### config.mk
export PLATFORM = sky130hd
export DESIGN_NAME = cfg_readout_port
export DESIGN_NICKNAME = d
export VERILOG_FILES = /design/src/rtl/cfg_port_pkg.sv /design/src/rtl/cfg_port_sync.sv /design/src/rtl/cfg_port_rx.sv /design/src/rtl/cfg_port_regs.sv /design/src/rtl/cfg_port_dout.sv /design/src/rtl/cfg_readout_port.sv
export SDC_FILE = /design/constraint.sdc
export NUM_CORES = 1
export LEC_CHECK = 0
export ABC_AREA = 1
export CAP_MARGIN = 20
export CELL_PAD_IN_SITES_DETAIL_PLACEMENT = 1
export CELL_PAD_IN_SITES_GLOBAL_PLACEMENT = 1
export CORE_MARGIN = 1
export CORE_UTILIZATION = 43
export DETAILED_ROUTE_END_ITERATION = 16
export PLACE_DENSITY = 0.93
export SYNTH_ARGS = -nofsm -noshare
export SYNTH_HDL_FRONTEND = slang
export SYNTH_SLANG_ARGS = --single-unit
export TNS_END_PERCENT = 5
### constraint.sdc
create_clock -name clk_i -period 2.4 [get_ports clk_i]
set_clock_uncertainty 0.05 [all_clocks]
set_input_delay 0.48 -clock clk_i [delete_from_list [all_inputs] [get_ports clk_i]]
set_output_delay 0.48 -clock clk_i [all_outputs]
set_load 0.01 [all_outputs]
### src/rtl/cfg_port_pkg.sv
package cfg_port_pkg;
  typedef enum logic [1:0] {ST_IDLE, ST_BUSY, ST_READY, ST_SHIFT} dout_st_e;
  localparam int START_BIT = 0;
  localparam int AVG_LSB   = 4;
  localparam int DIV_LSB   = 7;
  localparam int MODE_BIT  = 10;
  localparam int SEL_W     = 3;
endpackage

### src/rtl/cfg_port_sync.sv
module cfg_port_sync #(
  parameter int          W       = 3,
  parameter logic [W-1:0] RST_VAL = '0
) (
  input  logic         clk_i,
  input  logic         rst_ni,
  input  logic [W-1:0] d_i,
  output logic [W-1:0] q_o
);
  for (genvar i = 0; i < W; i++) begin : g_bit
    logic s1, s2;
    always_ff @(posedge clk_i or negedge rst_ni) begin
      if (!rst_ni) begin
        s1 <= RST_VAL[i];
        s2 <= RST_VAL[i];
      end else begin
        s1 <= d_i[i];
        s2 <= s1;
      end
    end
    assign q_o[i] = s2;
  end
endmodule

### src/rtl/cfg_port_rx.sv
module cfg_port_rx #(
  parameter int ADDR_W = 4,
  parameter int DATA_W = 12
) (
  input  logic              clk_i,
  input  logic              rst_ni,
  input  logic              cs_fall_i,
  input  logic              cs_rise_i,
  input  logic              sclk_rise_i,
  input  logic              din_i,
  output logic              wr_en_o,
  output logic [ADDR_W-1:0] wr_addr_o,
  output logic [DATA_W-1:0] wr_data_o
);
  localparam int INSTR_W = ADDR_W + DATA_W;
  localparam int CNT_W   = $clog2(INSTR_W + 2);
  localparam logic [CNT_W-1:0] FULL = CNT_W'(INSTR_W);
  localparam logic [CNT_W-1:0] OVER = CNT_W'(INSTR_W + 1);

  logic [INSTR_W-1:0] sr_q;
  logic [CNT_W-1:0]   cnt_q;

  always_ff @(posedge clk_i or negedge rst_ni) begin
    if (!rst_ni) begin
      sr_q    <= '0;
      cnt_q   <= '0;
      wr_en_o <= 1'b0;
    end else begin
      wr_en_o <= cs_rise_i && (cnt_q == FULL);
      if (cs_fall_i) begin
        cnt_q <= '0;
      end else if (sclk_rise_i) begin
        sr_q  <= {sr_q[INSTR_W-2:0], din_i};
        cnt_q <= (cnt_q == OVER) ? OVER : cnt_q + 1'b1;
      end
    end
  end

  assign wr_addr_o = sr_q[INSTR_W-1 -: ADDR_W];
  assign wr_data_o = sr_q[DATA_W-1:0];
endmodule

### src/rtl/cfg_port_regs.sv
module cfg_port_regs
  import cfg_port_pkg::*;
#(
  parameter int ADDR_W   = 4,
  parameter int DATA_W   = 12,
  parameter int NUM_REGS = 4
) (
  input  logic                       clk_i,
  input  logic                       rst_ni,
  input  logic                       wr_en_i,
  input  logic [ADDR_W-1:0]          wr_addr_i,
  input  logic [DATA_W-1:0]          wr_data_i,
  output logic [NUM_REGS*DATA_W-1:0] reg_q_o
);
  for (genvar i = 0; i < NUM_REGS; i++) begin : g_reg
    logic [DATA_W-1:0] q;
    always_ff @(posedge clk_i or negedge rst_ni) begin
      if (!rst_ni) begin
        q <= '0;
      end else if (wr_en_i && wr_addr_i == ADDR_W'(i)) begin
        q <= wr_data_i;
      end else if (i == 0 && q[START_BIT]) begin
        q[START_BIT] <= 1'b0;  // start self-clears
      end
    end
    assign reg_q_o[i*DATA_W +: DATA_W] = q;
  end
endmodule

### src/rtl/cfg_port_dout.sv
module cfg_port_dout
  import cfg_port_pkg::*;
#(
  parameter int RES_W = 10
) (
  input  logic             clk_i,
  input  logic             rst_ni,
  input  logic             start_i,
  input  logic             busy_i,
  input  logic [RES_W-1:0] result_i,
  input  logic             out_mode_i,
  input  logic             cs_fall_i,
  input  logic             cs_rise_i,
  input  logic             sclk_fall_i,
  output logic             dout_o,
  output logic             dout_oe_o,
  output dout_st_e         st_o
);
  localparam int CNT_W = $clog2(RES_W + 1);
  localparam logic [CNT_W-1:0] LAST = CNT_W'(RES_W);

  dout_st_e         st_q;
  logic             busy_d;
  logic [RES_W-1:0] res_q, sh_q;
  logic [CNT_W-1:0] cnt_q;

  always_ff @(posedge clk_i or negedge rst_ni) begin
    if (!rst_ni) begin
      st_q   <= ST_IDLE;
      busy_d <= 1'b0;
      res_q  <= '0;
      sh_q   <= '0;
      cnt_q  <= '0;
    end else begin
      busy_d <= busy_i;
      if (start_i) begin
        st_q <= ST_BUSY;
      end else begin
        unique case (st_q)
          ST_BUSY: if (busy_d && !busy_i) begin
            res_q <= result_i;
            st_q  <= ST_READY;
          end
          ST_READY: if (cs_fall_i && out_mode_i) begin
            sh_q  <= res_q;
            cnt_q <= '0;
            st_q  <= ST_SHIFT;
          end
          ST_SHIFT: begin
            if (cs_rise_i) begin
              st_q <= ST_IDLE;
            end else if (sclk_fall_i && cnt_q != LAST) begin
              sh_q  <= {sh_q[RES_W-2:0], 1'b0};
              cnt_q <= cnt_q + 1'b1;
            end
          end
          default: ;
        endcase
      end
    end
  end

  always_comb begin
    dout_o    = 1'b0;
    dout_oe_o = 1'b1;
    unique case (st_q)
      ST_IDLE:  dout_oe_o = 1'b0;
      ST_BUSY:  dout_o = 1'b1;
      ST_READY: dout_o = 1'b0;
      ST_SHIFT: dout_o = (cnt_q == LAST) ? 1'b0 : sh_q[RES_W-1];
      default:  dout_oe_o = 1'b0;
    endcase
  end

  assign st_o = st_q;
endmodule

### src/rtl/cfg_readout_port.sv
module cfg_readout_port
  import cfg_port_pkg::*;
#(
  parameter int ADDR_W   = 4,
  parameter int DATA_W   = 12,
  parameter int NUM_REGS = 4,
  parameter int RES_W    = 10
) (
  input  logic                       clk_i,
  input  logic                       rst_ni,
  input  logic                       cs_ni,
  input  logic                       sclk_i,
  input  logic                       din_i,
  output logic                       dout_o,
  output logic                       dout_oe_o,
  output logic [NUM_REGS*DATA_W-1:0] reg_q_o,
  output logic                       start_o,
  output logic [SEL_W-1:0]           avg_sel_o,
  output logic [SEL_W-1:0]           div_sel_o,
  output logic                       out_mode_o,
  input  logic                       busy_i,
  input  logic [RES_W-1:0]           result_i
);
  logic [2:0] pins_s;
  logic cs_s, sclk_s, din_s, cs_d, sclk_d;
  logic cs_fall, cs_rise, sclk_rise, sclk_fall;
  logic wr_en;
  logic [ADDR_W-1:0] wr_addr;
  logic [DATA_W-1:0] wr_data;
  logic [DATA_W-1:0] ctrl;
  dout_st_e dout_st;

  cfg_port_sync #(.W(3), .RST_VAL(3'b001)) u_sync (
    .clk_i, .rst_ni, .d_i({din_i, sclk_i, cs_ni}), .q_o(pins_s)
  );
  assign {din_s, sclk_s, cs_s} = pins_s;

  always_ff @(posedge clk_i or negedge rst_ni) begin
    if (!rst_ni) begin
      cs_d   <= 1'b1;
      sclk_d <= 1'b0;
    end else begin
      cs_d   <= cs_s;
      sclk_d <= sclk_s;
    end
  end

  assign cs_fall   = !cs_s && cs_d;
  assign cs_rise   = cs_s && !cs_d;
  assign sclk_rise = sclk_s && !sclk_d && !cs_s;
  assign sclk_fall = !sclk_s && sclk_d && !cs_s;

  cfg_port_rx #(.ADDR_W(ADDR_W), .DATA_W(DATA_W)) u_rx (
    .clk_i, .rst_ni,
    .cs_fall_i(cs_fall), .cs_rise_i(cs_rise), .sclk_rise_i(sclk_rise), .din_i(din_s),
    .wr_en_o(wr_en), .wr_addr_o(wr_addr), .wr_data_o(wr_data)
  );

  cfg_port_regs #(.ADDR_W(ADDR_W), .DATA_W(DATA_W), .NUM_REGS(NUM_REGS)) u_regs (
    .clk_i, .rst_ni,
    .wr_en_i(wr_en), .wr_addr_i(wr_addr), .wr_data_i(wr_data), .reg_q_o(reg_q_o)
  );

  assign ctrl       = reg_q_o[DATA_W-1:0];
  assign start_o    = ctrl[START_BIT];
  assign avg_sel_o  = ctrl[AVG_LSB +: SEL_W];
  assign div_sel_o  = ctrl[DIV_LSB +: SEL_W];
  assign out_mode_o = ctrl[MODE_BIT];

  cfg_port_dout #(.RES_W(RES_W)) u_dout (
    .clk_i, .rst_ni,
    .start_i(start_o), .busy_i, .result_i, .out_mode_i(out_mode_o),
    .cs_fall_i(cs_fall), .cs_rise_i(cs_rise), .sclk_fall_i(sclk_fall),
    .dout_o, .dout_oe_o, .st_o(dout_st)
  );
endmodule

# Word level (Yosys, flattened, before mapping)
# Index checks and enable logic that the tools add are counted.
[word_totals] word_cells=89 inputBits=16 regBits=105 output_inout_bits=58
[op_classes] bitwise=2 add_sub_neg=2 n_eq_ne=16 n_reduce_logical=28 mux=20
[ops] op="two-way mux 10 bit" count=3
[ops] op="one-hot mux 10 bit (2 select lines)" count=1
[ops] op="two-way mux 5 bit" count=3
[ops] op="logical AND 1 bit" count=14
[ops] op="two-way mux 4 bit" count=3
[ops] op="equality test 5 bit, second input constant" count=2
[ops] op="!= test 3 x 1 -> 1 bit, second input constant" count=3
[ops] op="equality test 4 x 2 -> 1 bit, second input constant" count=2
[ops] op="two-way mux 2 bit" count=4
[ops] op="one-hot mux 4 bit (2 select lines)" count=1
[ops] op="one-hot mux 2 bit (3 select lines)" count=1
[ops] op="adder 5 x 1 -> 5 bit, second input constant" count=1
[ops] op="logical NOT 1 bit" count=5
[ops] op="AND reduction 5 bit" count=1
[ops] op="adder 4 x 1 -> 4 bit, second input constant" count=1
[ops] op="equality test 2 bit, second input constant" count=2
[ops] op="equality test 4 x 1 -> 1 bit, second input constant" count=1
[ops] op="equality test 4 bit, second input constant" count=1
[ops] op="logical NOT 4 bit" count=1
[ops] op="!= test 2 x 1 -> 1 bit, second input constant" count=2
[ops] op="!= test 4 bit, second input constant" count=1
[ops] op="AND reduction 4 bit" count=1
[ops] op="nonzero test 2 bit" count=2
[ops] op="nonzero test 4 bit" count=1
[ops] op="other kinds (8)" count=11

# Logic depth before layout (Yosys ltp)
# Gate-level depths: netlist of the first run.
[logic_depth] word_depth=7 ltp_mapped=9 ltp_nobuf=8

# Modules after synthesis
# From an unflattened synthesis of the first run, not the netlist that was laid out.
[unflattened] hier_cells=546 hier_area_um2=4783.3
[modules_own_cells] mod="cfg_port_regs" cells_each=219 area_per_inst_um2=2013.2 n_inst=1 seq_area_each_um2=1201.2
[modules_own_cells] mod="cfg_port_dout" cells_each=187 area_per_inst_um2=1466.4 n_inst=1 seq_area_each_um2=675.6
[modules_own_cells] mod="cfg_port_rx" cells_each=113 area_per_inst_um2=987.2 n_inst=1 seq_area_each_um2=550.5
[modules_own_cells] mod="cfg_port_sync" cells_each=9 area_per_inst_um2=175.2 n_inst=1 seq_area_each_um2=152.6
[modules_own_cells] mod="cfg_readout_port" cells_each=18 area_per_inst_um2=141.4 n_inst=1 seq_area_each_um2=51.3

# Least setup slack after synthesis of the first run
# OpenSTA, ideal clock, no wires.
[synth_timing] path_kind="register to output" from="reg u_dout.cnt_q[0]" to="out dout_o" arrival_ns=0.953 n_path_buf=0 path_slack_ns=0.917 path_stages_with_launch=6 t_required_ns=1.870 path_cell_list="dfrtp_1 inv_1 ha_1 nand3b_1 nand2_1 a21oi_1"
[synth_via] elab_chain_len=3
[synth_rtl] item="start: declaration" line_no="cfg_port_dout.sv:25" rtl="logic [CNT_W-1:0] cnt_q;"
[synth_rtl] item="start signal: assignment" line_no="cfg_port_dout.sv:54" rtl="cnt_q <= cnt_q + 1'b1;"
[synth_rtl] item="equality test 4 bit" line_no="cfg_port_dout.sv:70" rtl="ST_SHIFT: dout_o = (cnt_q == LAST) ? 1'b0 : sh_q[RES_W-1];"
[synth_rtl] item="two-way mux 1 bit" line_no="cfg_port_dout.sv:70"
[synth_rtl] item="one-hot mux 1 bit (2 select lines)" line_no="cfg_port_dout.sv:66" rtl="unique case (st_q)"
[synth_rtl] item="end: declaration" line_no="cfg_readout_port.sv:14" rtl="output logic dout_o,"
# No other way between the ends.

# Worst setup path in the final report of the first run
[layout_timing] from="reg u_dout.st_q[0], in the netlist u_dout.st_o[0]" to="out dout_oe_o"
[layout_via] elab_chain_len=2
[layout_rtl] item="start: declaration" line_no="cfg_port_dout.sv:22" rtl="dout_st_e st_q;"
[layout_rtl] item="start signal: assignment" line_no="cfg_port_dout.sv:29" rtl="st_q <= ST_IDLE;"
[layout_rtl] item="start signal: assignment" line_no="cfg_port_dout.sv:37" rtl="st_q <= ST_BUSY;"
[layout_rtl] item="start signal: assignment" line_no="cfg_port_dout.sv:42" rtl="st_q <= ST_READY;"
[layout_rtl] item="logical NOT 2 bit" line_no="cfg_port_dout.sv:66"
[layout_rtl] item="two-way mux 1 bit" line_no="cfg_port_dout.sv:66"
[layout_rtl] item="end: declaration" line_no="cfg_readout_port.sv:15" rtl="output logic dout_oe_o,"
# No other way between the ends.

==> flow_summary.json, run 1 <==
{
  "yosysTopAreaCellShare": 0.5967,
  "synth_edf_count": 0,
  "p_seq_frac": 0.517,
  "avgSynthCellArea_um2": 9.239,
  "ant_nets": 0,
  "power_density_nw_per_um2": 781.6,
  "totalWireLength_um": 10800,
  "drc": 0,
  "setup_tns_ps": 0,
  "period_needed_ps": 2126,
  "tritoncts": "built",
  "hold_buffers": 0,
  "vias": 3392,
  "synth_area_um2": 4278,
  "syn_inst": 463,
  "cts_root_buf": "clkbuf_8",
  "post_drt_via_cell_ratio": 5.085,
  "status": "finished clean",
  "yosys-top-cells-count": "150 x nand2_1, 102 x dfrtp_1, 78 x o21ai_0",
  "syn-num-nets": 484,
  "setup_violations": 0,
  "power.internal_mw": 2.690,
  "final_hold_viol_count": 0,
  "ys_seq_area_frac": 0.6151,
  "vdd_ir_drop_max_mv": 0.2770,
  "dp_hpwl_um": 7657,
  "core_area_um2": 9729,
  "gp_congestion": 0.7907,
  "yosysWarnings": 0,
  "ys_ff_latch": 105,
  "worstHoldPathType": "in2async",
  "max_freq_mhz": 470.5,
  "dieArea_um2": 10350,
  "sw_frac_of_total": 0.3490,
  "async_reset_ff_frac": 1.000,
  "grt_first_pass_wirelength_um": 18090,
  "setup_slack_ps": 274.4,
  "end_kind": "output pin",
  "path_clk_slew_ps": 100,
  "hold-worst-slack_ps": 29.37,
  "port_buffers": 73,
  "maxCapViolations": 0,
  "fin_nets": 551,
  "wl_per_cell_um": 16.19,
  "grt_pass1_vias": 3609,
  "clock_latency_ps": 370,
  "numCtsBuffers": 9,
  "antenna_found_initial": 0,
  "rows": 36,
  "yosysTopAreaCell": "dfrtp_1",
  "synth.distinct_cells": 23,
  "grt_max_degree": 42,
  "final-instance-count-excl-fill": 667,
  "cts.path.max_buffers": 2,
  "start_util": 0.4397,
  "die_w_um": 101.7,
  "synth.most_common_cell": "nand2_1",
  "relSlewSlack": 0.6483,
  "cp.required_ps": 1870,
  "grt_setup_unrepaired": "false",
  "area_delta_synth_final_pct": 23.60,
  "crit_arrival_ps": 1600,
  "dr.first_iter.drc_count": 126,
  "cts_sinks": 105,
  "detail_route.first_pass.iterations": 5,
  "num_io_pins": 74,
  "yosys-top-cells-area": "dfrtp_1 60%, nand2_1 13%, o21ai_0 9.1%, nand3_1 3.5%, inv_1 3.2%",
  "drv_slew": 0,
  "dpl.cell_count": 651,
  "htreeDepth": 3,
  "finalCritPeriodShare": 0.8857,
  "die_y_um": 101.7,
  "cp_max_fo": 4,
  "drive_gt1_frac": 0.06929,
  "pre_cts_ws_ps": 391.0,
  "startpoint_type": "flip-flop",
  "switching_power_mw": 1.442,
  "insertedDiodeCount": 0,
  "cellLeakagePower_nw": 2.467,
  "ys.flop_type": "dfrtp_1",
  "track_usage": 0.2281,
  "clock_power_share": 0.252,
  "grt_overflow": 0,
  "tightest_slew_ps": 527.5,
  "crit_type": "reg2out",
  "comb_power_share": 0.231
}
## routing by layer
| layer | routed length (um) | global-route usage |
|---|---|---|
| met1 | 4835 | 0.3025 |
| met2 | 5535 | 0.3909 |
| met3 | 257 | 0.02761 |
| met4 | 169 | 0.07246 |
| met5 | 0 | 0 |
## critical path: stages (launching register included)
cell and delay [ps]:
dfrtp_1 470, inv_1 130, nand2_1 100, clkdlybuf4s50_1 530
## layout make-up
cell class	instances	area, um^2
fillers	1150	4442
flip-flops and latches	105	2631
multi-input cells	293	1349
repair buffers	82	810.8
well taps	133	166.4
inverters	39	146.4
clock buffers	9	123.9
clock inverters	6	60.06
## power by group through the flow
stage	Clock [mW]	Combinational (mW)	Sequential [mW]
after floorplan	0	0.691	2.12
after global placement	0	0.871	2.15
after detailed placement	0	0.942	2.17
after CTS	1.06	0.968	2.13
after global routing	1.13	1.09	2.16
final	1.04	0.956	2.13
## sequential cells by signal, indices dropped and copies added, names as in the netlist
name / cells
u_regs.g.q: 48
u_rx.sr_q: 16
u_dout.res_q: 10
u_dout.sh_q: 10
u_rx.cnt_q: 5
u_dout.cnt_q: 4
u_sync.g_bit.s1: 3
u_sync.g_bit.s2: 3
u_dout.st_o: 2
cs_d: 1
sclk_d: 1
u_dout.busy_d: 1
u_rx.wr_en_o: 1
## logic make-up after synthesis
logic type      Yosys count  synth area share
simple gates            203            0.1945
flops                   105            0.6151
compound gates           81           0.09798
buf+inv                  65           0.06961
fa+ha+maj                 5           0.01462
xor+xnor                  4          0.008191
## cell usage in the layout (no fill, tap or decap), types with 5 or more instances in the layout
cell type / n
dfrtp_1: 102
buf_4: 9
o21ai_0: 78
clkbuf_8: 9
nor2_1: 15
nand3_1: 30
inv_1: 37
nand2_1: 150
clkdlybuf4s50_1: 71
ha_1: 5
## worst paths after layout
check	from	end	slack, ps	depth (start not counted)
max	u_dout.st_o[0]	dout_oe_o	270	3
min	rst_ni	u_dout.cnt_q[3]	30	1
max reg2reg	u_dout.st_o[1]	u_dout.sh_q[6]	570	6
min reg2reg	u_sync.g_bit[2].s1	u_sync.g_bit[2].s2	300	0
max in group asynchronous	rst_ni	u_rx.sr_q[13]	1530	2
min in group clk_i	u_sync.g_bit[2].s1	u_sync.g_bit[2].s2	300	0
## timing repair
| action | CTS | global route |
|---|---|---|
| setup endpoints to repair | 1 | 1 |
| cloned | 0 | 0 |
| resized for setup | 0 | 1 |
| buffers inserted | 1 | 0 |
## through the flow
stage | cell area (um^2) | power (mW) | utilization
floorplan | 4278 | 2.813 | -
global placement | 5094 | 3.018 | 0.5235
detailed placement | 5094 | 3.110 | 0.5235
CTS | 5285 | 4.158 | 0.5432
global route | 5288 | 4.383 | 0.5435
finish | 5288 | 4.133 | 0.5435
Power figures use the tool's default switching activity.
==> inputs of run 2 (changes only) <==
Settings changed: ABC_AREA 1 to 0, CORE_UTILIZATION 43 to 55, DONT_BUFFER_PORTS set to 1, PLACE_DENSITY 0.93 to 0.92.
==> run 2 against run 1 <==
Effect of this change: the flow now finishes with violations (negative hold slack); sequential power grew 2%; setup slack got worse by 14 ps; register-to-register slack got worse by 80 ps; combinational power shrank 58%; count of clock-buffer cells in the layout increased by 1.
==> flow_summary.json, run 2 <==
{
  "status": "finished with violations",
  "violations": "negative hold slack",
  "reg2reg_slack_ps": 490,
  "cp.required_ps": 1870,
  "path_clk_slew_ps": 110,
  "grt_overflow": 0,
  "synth_edf_count": 0,
  "cp_cell_sequence": "inv_1 > ha_1 > nand3b_1 > nand2_1 > a21oi_1",
  "crit_buf_inv": 1,
  "die_w_um": 90.25,
  "synth_area_um2": 4283,
  "cp_top_family": "flip-flops",
  "grt_max_degree": 106,
  "finalCritPeriodShare": 0.8916,
  "die_y_um": 90.25,
  "insertedDiodeCount": 0,
  "top_register": "u_regs.g.q",
  "yosys-top-cells-count": "102 x dfrtp_1, 63 x mux2_2, 18 x o22a_1",
  "detail_route.first_pass.iterations": 4,
  "ys.flop_type": "dfrtp_1",
  "relSlewSlack": 0.5936,
  "async_reset_ff_frac": 1.000,
  "area_delta_synth_final_pct": 5.960,
  "setup_tns_ps": 0,
  "num_io_pins": 74,
  "pre_cts_ws_ps": 529.5,
  "synth.most_common_cell": "dfrtp_1",
  "core_area_um2": 7408,
  "crit_type": "reg2out",
  "clock_latency_ps": 360,
  "drc": 0,
  "cellLeakagePower_nw": 2.189,
  "setup_slack_ps": 260.2,
  "vias": 2338,
  "cts_root_buf": "clkbuf_8",
  "dp_hpwl_um": 5766,
  "final_hold_viol_count": 105,
  "cts_sinks": 105,
  "cts_resized": 0,
  "startpoint_type": "flip-flop",
  "dpl_cell_area_um2": 4352,
  "syn-num-nets": 309,
  "antenna_found_initial": 0,
  "cp_max_fo": 5,
  "htreeDepth": 3,
  "start_util": 0.5781,
  "cts.path.max_buffers": 2,
  "maxCapViolations": 0,
  "crit_arrival_ps": 1610,
  "avgSynthCellArea_um2": 14.87,
  "mostFrequentLayoutCells": "102 x dfrtp_1, 63 x mux2_2, 18 x o22a_1, 10 x mux2_4, 9 x clkbuf_8",
  "final_area_um2": 4538,
  "period_needed_ps": 2140,
  "dieArea_um2": 8144,
  "tritoncts": "built",
  "layout_commonest_cell": "dfrtp_1",
  "power_density_nw_per_um2": 799.8,
  "cts_setup_buffers": 0,
  "gp_congestion": 0.7301,
  "vdd_ir_drop_max_mv": 0.3534,
  "drv_slew": 0,
  "largest_reg_flops": 48,
  "end_kind": "output pin",
  "ys_seq_area_frac": 0.6144,
  "yosysTopAreaCell": "dfrtp_1",
  "yosysWarnings": 0,
  "tightest_slew_ps": 609.6,
  "largest_registers": "u_regs.g.q: 48 flops, u_rx.sr_q: 16 flops",
  "synth.distinct_cells": 43,
  "max_freq_mhz": 467.3,
  "setup_violations": 0,
  "wl_per_cell_um": 21.81,
  "rows": 31,
  "ant_nets": 0,
  "fin_nets": 309,
  "syn_inst": 288,
  "dr.first_iter.drc_count": 96,
  "hold-worst-slack_ps": -259.1,
  "grt_setup_unrepaired": "false",
  "port_buffers": 0,
  "yosysTopAreaCellShare": 0.5960,
  "worstHoldPathType": "in2async",
  "grt_first_pass_wirelength_um": 14350,
  "drive_gt1_frac": 0.3686,
  "yosys-top-cells-area": "dfrtp_1 60%, mux2_2 17%, o22a_1 3.7%, mux2_4 3.5%, buf_4 2.3%",
  "max_stage_delay_ps": 430,
  "post_drt_via_cell_ratio": 5.964,
  "track_usage": 0.2289,
  "slowest_stage": "dfrtp_1",
  "ys_ff_latch": 105,
  "totalWireLength_um": 8551,
  "grt_pass1_vias": 2596,
  "numCtsBuffers": 9
}
## run 2: cell count changes in the layout (fill, tap and decap cells not counted), moves of 3 or more
cell             previous run  this run
inv_8                       0         3
inv_1                      37         5
mux2_2                      0        63
nand3_1                    30         5
nand2_2                     3         0
clkdlybuf4s50_1            71         0
o21ai_0                    78         7
nand2_1                   150         8
nor2_1                     15         3
o22a_1                      0        18
a22o_1                      0         4
mux2_4                      0        10
nor2b_1                     0         3
## run 2: layout make-up
type | count | area [um^2]
inverters | 5 | 18.77
clock inverters | 6 | 58.81
clock buffers | 10 | 127.6
fillers | 694 | 2870
well taps | 99 | 123.9
repair buffers | 7 | 52.55
multi-input cells | 160 | 1525
flip-flops and latches | 105 | 2631
## run 2: worst paths after layout
path	start	end	depth (start not counted)
worst max-delay path	u_dout.cnt_q[0]	dout_o	5
worst min-delay path	rst_ni	u_regs.g_reg[2].q[6]	0
worst max register to register	u_dout.st_o[1]	u_dout.cnt_q[1]	4
worst min register to register	u_sync.g_bit[0].s1	u_sync.g_bit[0].s2	0
max in group asynchronous	rst_ni	u_sync.g_bit[0].s1	0
min in group clk_i	cs_ni	u_sync.g_bit[0].s1	0
## run 2: where the power goes
group / total (mW) / internal [mW] / switching [mW]
registers: 2.18 / 1.98 / 0.200
clock network: 1.04 / 0.406 / 0.638
logic: 0.401 / 0.281 / 0.121
## run 2: metrics by stage
step,power (mW),utilization,cells
3_5_place_dp,2.623,0.5874,376
4_1_cts,3.663,0.6126,392
2_1_floorplan,2.495,-,288
5_1_grt,3.791,0.6126,392
3_3_place_gp,2.565,0.5874,376
6_report,3.629,0.6126,392
## run 2: kinds of logic (layout without fill, tap and decap cells)
family | after synthesis | after routing | share of synthesized area
xor gates and xnor gates | 2 | 2 | 0.004091
and+or+nand+nor | 39 | 39 | 0.05843
adders and majority gates | 5 | 5 | 0.01461
muxes | 74 | 74 | 0.2030
buffers and inverters | 23 | 28 | 0.03272
DFF | 105 | 105 | 0.6144
AOI/OAI and AO/OA | 40 | 40 | 0.07274
## run 2: worst register-to-register path: stages, from the launching register on
cell	delay, ps
dfrtp_1	520
and2_1	450
nand3_2	270
or2_2	350
o21ai_0	170
## run 2: layer usage
metal | global-route usage | routed length, um | part of all wire
met5 | 0 | 0 | 0
met4 | 0.04704 | 76 | 0.0089
met3 | 0.08714 | 584 | 0.068
met2 | 0.3810 | 4363 | 0.51
met1 | 0.2865 | 3526 | 0.41
